<file path="config.mk">
export PLATFORM = sky130hd
export DESIGN_NAME = irq_entry_seq
export DESIGN_NICKNAME = d
export VERILOG_FILES = /design/src/rtl/irq_seq_pkg.sv /design/src/rtl/irq_accept_gate.sv /design/src/rtl/irq_bank_ctl.sv /design/src/rtl/irq_slot_seq.sv /design/src/rtl/irq_entry_seq.sv
export SDC_FILE = /design/constraint.sdc
export NUM_CORES = 1
export LEC_CHECK = 0
export ABC_AREA = 1
export CAP_MARGIN = 20
export CELL_PAD_IN_SITES_DETAIL_PLACEMENT = 0
export CELL_PAD_IN_SITES_GLOBAL_PLACEMENT = 1
export CORE_MARGIN = 2
export CORE_UTILIZATION = 27
export CTS_CLUSTER_SIZE = 12
export DETAILED_ROUTE_END_ITERATION = 7
export DONT_BUFFER_PORTS = 1
export MAX_ROUTING_LAYER = met4
export PLACE_DENSITY = 0.57
export SLEW_MARGIN = 20
export SYNTH_ARGS = -nofsm -noshare
export SYNTH_HDL_FRONTEND = slang
export SYNTH_SLANG_ARGS = --single-unit
</file>
<file path="constraint.sdc">
create_clock -name clk -period 1.59 [get_ports clk]
set_input_delay 0.3975 -clock clk [delete_from_list [all_inputs] [get_ports clk]]
set_output_delay 0.3975 -clock clk [all_outputs]
set_load 0.005 [all_outputs]
</file>
<file path="src/rtl/irq_seq_pkg.sv">
package irq_seq_pkg;

    typedef enum logic [1:0] {
        STG_NONE = 2'b00,
        STG_EX   = 2'b01,
        STG_MA   = 2'b10
    } stage_e;

    typedef enum logic [1:0] {
        SRC_NONE = 2'b00,
        SRC_NMI  = 2'b01,
        SRC_UBRK = 2'b10,
        SRC_PERI = 2'b11
    } src_e;

    localparam int SLOT_W     = 5;
    localparam int BASE_SLOTS = 6;
    localparam int EXTRA_MA   = 19;
    localparam int FETCH_SLOT = 4;
    localparam logic [SLOT_W-1:0] SHORT_LAST = SLOT_W'(BASE_SLOTS - 1);
    localparam logic [SLOT_W-1:0] LONG_LAST  = SLOT_W'(BASE_SLOTS + EXTRA_MA - 1);

    // slot index after accept -> stage code
    function automatic stage_e slot_stage(input logic [SLOT_W-1:0] idx);
        if (idx < SLOT_W'(2))                       return STG_EX;
        else if (idx < SLOT_W'(5))                  return STG_MA;
        else if (idx == SLOT_W'(BASE_SLOTS - 1))    return STG_EX;
        else                                        return STG_MA;
    endfunction

endpackage

</file>
<file path="src/rtl/irq_accept_gate.sv">
module irq_accept_gate
    import irq_seq_pkg::*;
(
    input  logic req_nmi,
    input  logic req_ubrk,
    input  logic req_peri,
    input  logic in_delay_slot,
    input  logic multi_busy,
    input  logic div_busy,
    input  logic seq_busy,
    output logic take,
    output logic cancel_div,
    output src_e take_src
);

    src_e winner;
    logic window_open;

    always_comb begin
        if (req_nmi)       winner = SRC_NMI;
        else if (req_ubrk) winner = SRC_UBRK;
        else if (req_peri) winner = SRC_PERI;
        else               winner = SRC_NONE;
    end

    // a running divide can be abandoned; other multi-cycle work cannot
    assign window_open = !seq_busy && !in_delay_slot && (!multi_busy || div_busy);
    assign take        = window_open && (winner != SRC_NONE);
    assign cancel_div  = take && div_busy;
    assign take_src    = take ? winner : SRC_NONE;

endmodule

</file>
<file path="src/rtl/irq_bank_ctl.sv">
module irq_bank_ctl #(
    parameter int NUM_BANKS = 15,
    localparam int LVL_W = $clog2(NUM_BANKS + 1)
) (
    input  logic             clk,
    input  logic             rst,
    input  logic             take,
    input  logic             bank_en,
    input  logic             bo_clr,
    output logic             ovf_now,
    output logic [LVL_W-1:0] level,
    output logic             bo_flag
);

    localparam logic [LVL_W-1:0] FULL = LVL_W'(NUM_BANKS);

    logic full;
    assign full    = (level == FULL);
    assign ovf_now = bank_en && full;

    always_ff @(posedge clk) begin
        if (rst) begin
            level   <= '0;
            bo_flag <= 1'b0;
        end else begin
            if (take && ovf_now)      bo_flag <= 1'b1;
            else if (bo_clr)          bo_flag <= 1'b0;
            if (take && bank_en && !full) level <= level + 1'b1;
        end
    end


    level_bound_chk: assert property (@(posedge clk) disable iff (rst)
        level <= FULL);


    level_step_chk: assert property (@(posedge clk) disable iff (rst)
        (take && bank_en && !full) |=> (level == $past(level) + 1'b1));

endmodule

</file>
<file path="src/rtl/irq_slot_seq.sv">
module irq_slot_seq
    import irq_seq_pkg::*;
(
    input  logic   clk,
    input  logic   rst,
    input  logic   start,
    input  logic   long_path,
    output logic   busy,
    output stage_e stage,
    output logic   mem_strobe,
    output logic   fetch_start
);

    logic              active;
    logic [SLOT_W-1:0] idx;
    logic [SLOT_W-1:0] last;

    always_ff @(posedge clk) begin
        if (rst) begin
            active <= 1'b0;
            idx    <= '0;
            last   <= '0;
        end else if (start) begin
            active <= 1'b1;
            idx    <= '0;
            last   <= long_path ? LONG_LAST : SHORT_LAST;
        end else if (active) begin
            if (idx == last) active <= 1'b0;
            else             idx    <= idx + 1'b1;
        end
    end

    assign busy        = active;
    assign stage       = active ? slot_stage(idx) : STG_NONE;
    assign mem_strobe  = (stage == STG_MA);
    assign fetch_start = active && (idx == SLOT_W'(FETCH_SLOT));


    no_restart_chk: assert property (@(posedge clk) disable iff (rst)
        (active && idx != last) |=> active);

endmodule

</file>
<file path="src/rtl/irq_entry_seq.sv">
module irq_entry_seq
    import irq_seq_pkg::*;
#(
    parameter int NUM_BANKS = 15,
    localparam int LVL_W = $clog2(NUM_BANKS + 1)
) (
    input  logic             clk,
    input  logic             rst,
    input  logic             req_nmi,
    input  logic             req_ubrk,
    input  logic             req_peri,
    input  logic             in_delay_slot,
    input  logic             multi_busy,
    input  logic             div_busy,
    input  logic             bank_en,
    input  logic             bo_clr,
    output logic             accept,
    output logic [1:0]       accept_src,
    output logic             div_cancel,
    output logic [1:0]       stage,
    output logic             mem_strobe,
    output logic             fetch_start,
    output logic [LVL_W-1:0] bank_level,
    output logic             bank_ovf
);

    logic   seq_busy;
    logic   ovf_now;
    src_e   src_w;
    stage_e stage_w;

    irq_accept_gate u_gate (
        .req_nmi       (req_nmi),
        .req_ubrk      (req_ubrk),
        .req_peri      (req_peri),
        .in_delay_slot (in_delay_slot),
        .multi_busy    (multi_busy),
        .div_busy      (div_busy),
        .seq_busy      (seq_busy),
        .take          (accept),
        .cancel_div    (div_cancel),
        .take_src      (src_w)
    );

    irq_bank_ctl #(.NUM_BANKS(NUM_BANKS)) u_bank (
        .clk     (clk),
        .rst     (rst),
        .take    (accept),
        .bank_en (bank_en),
        .bo_clr  (bo_clr),
        .ovf_now (ovf_now),
        .level   (bank_level),
        .bo_flag (bank_ovf)
    );

    irq_slot_seq u_seq (
        .clk         (clk),
        .rst         (rst),
        .start       (accept),
        .long_path   (ovf_now),
        .busy        (seq_busy),
        .stage       (stage_w),
        .mem_strobe  (mem_strobe),
        .fetch_start (fetch_start)
    );

    assign accept_src = src_w;
    assign stage      = stage_w;


    accept_idle_chk: assert property (@(posedge clk) disable iff (rst)
        accept |-> (stage_w == STG_NONE));


    first_slot_ex_chk: assert property (@(posedge clk) disable iff (rst)
        accept |=> (stage_w == STG_EX));


    fetch_after_ma_chk: assert property (@(posedge clk) disable iff (rst)
        fetch_start |-> (mem_strobe && $past(mem_strobe) && $past(mem_strobe, 2)
                         && $past(stage_w, 3) == STG_EX));


    bo_set_chk: assert property (@(posedge clk) disable iff (rst)
        (accept && bank_en && bank_level == LVL_W'(NUM_BANKS)) |=> bank_ovf);


    cancel_needs_accept_chk: assert property (@(posedge clk) disable iff (rst)
        div_cancel |-> (accept && src_w != SRC_NONE));


    delay_slot_block_chk: assert property (@(posedge clk) disable iff (rst)
        in_delay_slot |-> !accept);

endmodule

</file>
==> key figures <==
Status
  • Outcome: finished with violations
  • Failing checks: setup timing

Synthesis
  • Sequential cell area fraction in the yosys report: 32.4%
  • Main combinational cell family by area after synthesis: simple AND/OR/NAND/NOR gates
  • Count of cell types in the netlist: 20
  • Synth Warn #: 0
  • Area fraction in and, or, nand and nor cells after synthesis: 40.5%
  • Main area contributors after synthesis: sky130_fd_sc_hd__dfxtp_1 32%, sky130_fd_sc_hd__nand2_1 13%, sky130_fd_sc_hd__nor2_1 10%
  • Cell type with the largest total area after synthesis: sky130_fd_sc_hd__dfxtp_1
  • Post-synthesis share of cell area spent on xor and xnor gates: 3.27%
  • Number of instances in the synthesized netlist: 118
  • Share of the synthesized area in compound gates (AO/OA/AOI/OAI): 7.94%
  • Mean post-synth cell area: 6.81 sq um
  • Portion of synthesized cell area occupied by the leading cell type: 32.4%
  • Synthesized netlist net count: 132
  • Synthesized flop and latch total: 13
  • Multiplexer share of the synthesized area: 0%
  • Area of the mapped netlist: 803 sq um
  • Share of synthesized cell area in full adder, half adder and majority cells: 6.23%

Timing
  • Final worst hold slack: 0.162 ns
  • Setup repair after global routing missed its margin: yes
  • Clk_skew: 0.0104 ns
  • Count of endpoints failing setup in the final report: 3
  • Least-Margin Pin Slew: 0.274 ns
  • Worst rel slew slack: 81.7%
  • Count of final max-slew check failures: 0
  • Achievable Freq: 607 MHz
  • Hold Vio Cnt, Final: 0
  • PnR worst setup slack: -0.0568 ns
  • Final critical path time including I/O delays and setup: 1.65 ns
  • Final clock period utilization by the worst path: 104%

Global route
  • Remaining global-route overflow: 0
  • Number of global-route vias before repair: 614
  • Grt met2 use: 16.1%
  • Maximum number of pins on one net before global-route repair: 8
  • Met1 GRT Util: 14.6%
  • Antenna violations before repair: 0
  • All-layer global routing usage: 11.6%
  • GRT met3 Usage: 3.08%
  • Layer with the highest usage after global routing: met2
  • First-pass GRT wire length: 2790 um

Critical path
  • Worst Reg2Reg Path Length in Cells: 6
  • Crit path arrival time: 1.25 ns
  • Setup Crit Path Kind: reg2out
  • Capturing element type of the critical path: primary output
  • CP required: 1.19 ns
  • Critical path fanouts, max: 3
  • Critical Path Source Type: flop

Die
  • IO Count: 23
  • Total Die Area: 3430 sq um
  • CORE AREA: 2780 sq um
  • Die outline height: 58.5 um
  • Number of rows created at floorplan: 19
  • Initial cell density of the core: 28.9%
  • Die boundary width: 58.5 um

CTS
  • Clock latency of the later-clocked register in the worst-skew pair: 0.29 ns
  • Number of levels the H-tree was split into: 1
  • Number of buffers between clock root and the deepest sink: 2
  • Cell at the root of the clock tree: sky130_fd_sc_hd__clkbuf_4
  • Clk slew on worst S/H paths: 0.09 ns
  • Sink Count: 13
  • TritonCTS buffer count: 3
  • Hold-fix buffer count after cts: 0
  • TritonCTS clock tree: built

Flow run
  • Max Cap Viol: 0

Layout
  • # nets final: 146
  • Fraction of layout cells with a size suffix above 1: 29.8%
  • Share of the core filled with cells in the final layout: 37.7%
  • Layout fillers: 300
  • Area growth, synth to finish: 30.5%
  • Final Instance Count excl. Fillers: 162
  • Count of antenna diodes in the layout: 0

Power
  • Leakage power total: 0.469 nW
  • Switching power: 0.185 mW
  • Internal power summed over all cells: 0.464 mW
  • Part of the power in combinational logic: 14.4%
  • Peak supply drop: 0.288 mV
  • Total power divided by cell area: 619 nW/um^2
  • Part of the total power dissipated in sequential elements: 52.4%
  • Switching power share of the total: 28.4%
  • Relative contribution of the clock network to total power: 33.1%

Placed design
  • Post-DP HPWL: 1320 um
  • Total of buffers placed on input and output ports: 0
  • Final weighted congestion in routability-driven placement: 0.798
  • Number of cells after detailed placement: 151

Drt
  • DRT iter0 DRCs: 22
  • Total wire length after detailed routing: 1820 um
  • DRC viols: 0
  • Detailed-route wire length per cell: 11.2 um
  • DR vias: 753
  • Detailed Routing Iterations Pass 1: 4
  • Average vias per placed instance: 4.65
  • Post-detailed-route count of antenna-violating nets: 0

Min path
  • Depth of the worst hold-timing path: 1
  • Hold Path Class: in2reg
-- registers in the layout (all words and copies together) (netlist names) --
signal and cells:
u_seq.idx 5, u_bank.level 4, u_seq.last 2, u_bank.bo_flag 1, u_seq.busy 1
-- worst max-delay path, cell delays in order, from the launching register on --
cell	delay, ns
sky130_fd_sc_hd__dfxtp_4	0.36
sky130_fd_sc_hd__buf_6	0.12
sky130_fd_sc_hd__o32ai_4	0.28
sky130_fd_sc_hd__nand2_1	0.10
sky130_fd_sc_hd__nor2_2	0.10
-- per-stage QoR --
| step | worst slack [ns] | setup TNS (ns) | total power [mW] | cell area [sq um] |
|---|---|---|---|---|
| 2_1_floorplan | 0.225 | 0 | 0.413 | 803 |
| 3_3_place_gp | 0.180 | 0 | 0.431 | 853 |
| 3_5_place_dp | 0.132 | 0 | 0.431 | 853 |
| 4_1_cts | -0.0854 | -0.239 | 0.655 | 991 |
| 5_1_grt | -0.128 | -0.352 | 0.683 | 1050 |
| 6_report | -0.0568 | -0.145 | 0.649 | 1050 |
-- layer usage --
metal	routed length [um]	share of wire [%]
met1	924	51
met2	723	40
met3	121	6.6
met4	53	2.9
met5	0	0
-- layout by cell type (no fill, tap or decap), drive strengths merged, types with 4 or more instances in the layout --
cell type	Yosys	routed
dfxtp	13	13
inv	17	17
buf	1	10
nor2	23	23
nand4	4	4
a21oi	10	10
nand3	9	9
clkbuf	0	4
nand2	31	31
ha	4	4
-- synthesized netlist by cell type --
library cell and number:
sky130_fd_sc_hd__buf_6 1, sky130_fd_sc_hd__nor2_8 1, sky130_fd_sc_hd__xor2_1 3, sky130_fd_sc_hd__nand4_2 1, sky130_fd_sc_hd__inv_4 1, sky130_fd_sc_hd__nand2_2 2
sky130_fd_sc_hd__o32ai_1 1, sky130_fd_sc_hd__dfxtp_1 13, sky130_fd_sc_hd__inv_1 15, sky130_fd_sc_hd__a21oi_1 10, sky130_fd_sc_hd__nand2_4 2, sky130_fd_sc_hd__nor2_1 22
sky130_fd_sc_hd__nand3_2 1, sky130_fd_sc_hd__nand2_1 27, sky130_fd_sc_hd__nand3_1 8, sky130_fd_sc_hd__o21ai_1 1, sky130_fd_sc_hd__nor3_1 1, sky130_fd_sc_hd__inv_2 1
sky130_fd_sc_hd__ha_1 4, sky130_fd_sc_hd__nand4_1 3
-- area by class of cell --
type	count	area, sq um	area share [%]
multi-input combinational	87	544	51.9
tap	31	38.8	3.70
timing repair buffer	10	98.8	9.43
inverter	17	68.8	6.56
clock buffer	4	26.3	2.51
sequential	13	272	25.9
-- final timing paths --
kind / start / end / slack, ns
worst max-delay path: u_seq.idx[1] / stage[0] / -0.06
worst min-delay path: rst / u_bank.bo_flag / 0.16
worst min register to register: u_bank.bo_flag / u_bank.bo_flag / 0.49
worst max register to register: u_seq.idx[0] / u_seq.idx[4] / 0.33
-- repair_timing --
item                                    CTS  global route
endpoints found under the hold margin     0             0
endpoints found under the setup margin    4             6
gates resized for setup                  19            10
pin swaps                                 5             6
buffers inserted                          5             2
-- kinds of logic (layout without fill, tap and decap cells) --
logic type | Yosys count | in the layout
AO/OA/AOI/OAI | 12 | 12
XOR/XNOR | 3 | 3
adder cells (fa/ha/maj) | 4 | 4
buffers and inverters | 18 | 31
flip-flops | 13 | 13
AND/OR/NAND/NOR | 68 | 68
-- power groups by stage --
stage	logic (mW)	registers, mW	clock network [mW]
final	0.0936	0.340	0.215
after global routing	0.105	0.341	0.237
after CTS	0.0851	0.341	0.229
after detailed placement	0.0815	0.349	0
after global placement	0.0814	0.349	0
after floorplan	0.0628	0.350	0
No activity file was read; power rests on OpenSTA's default activity.
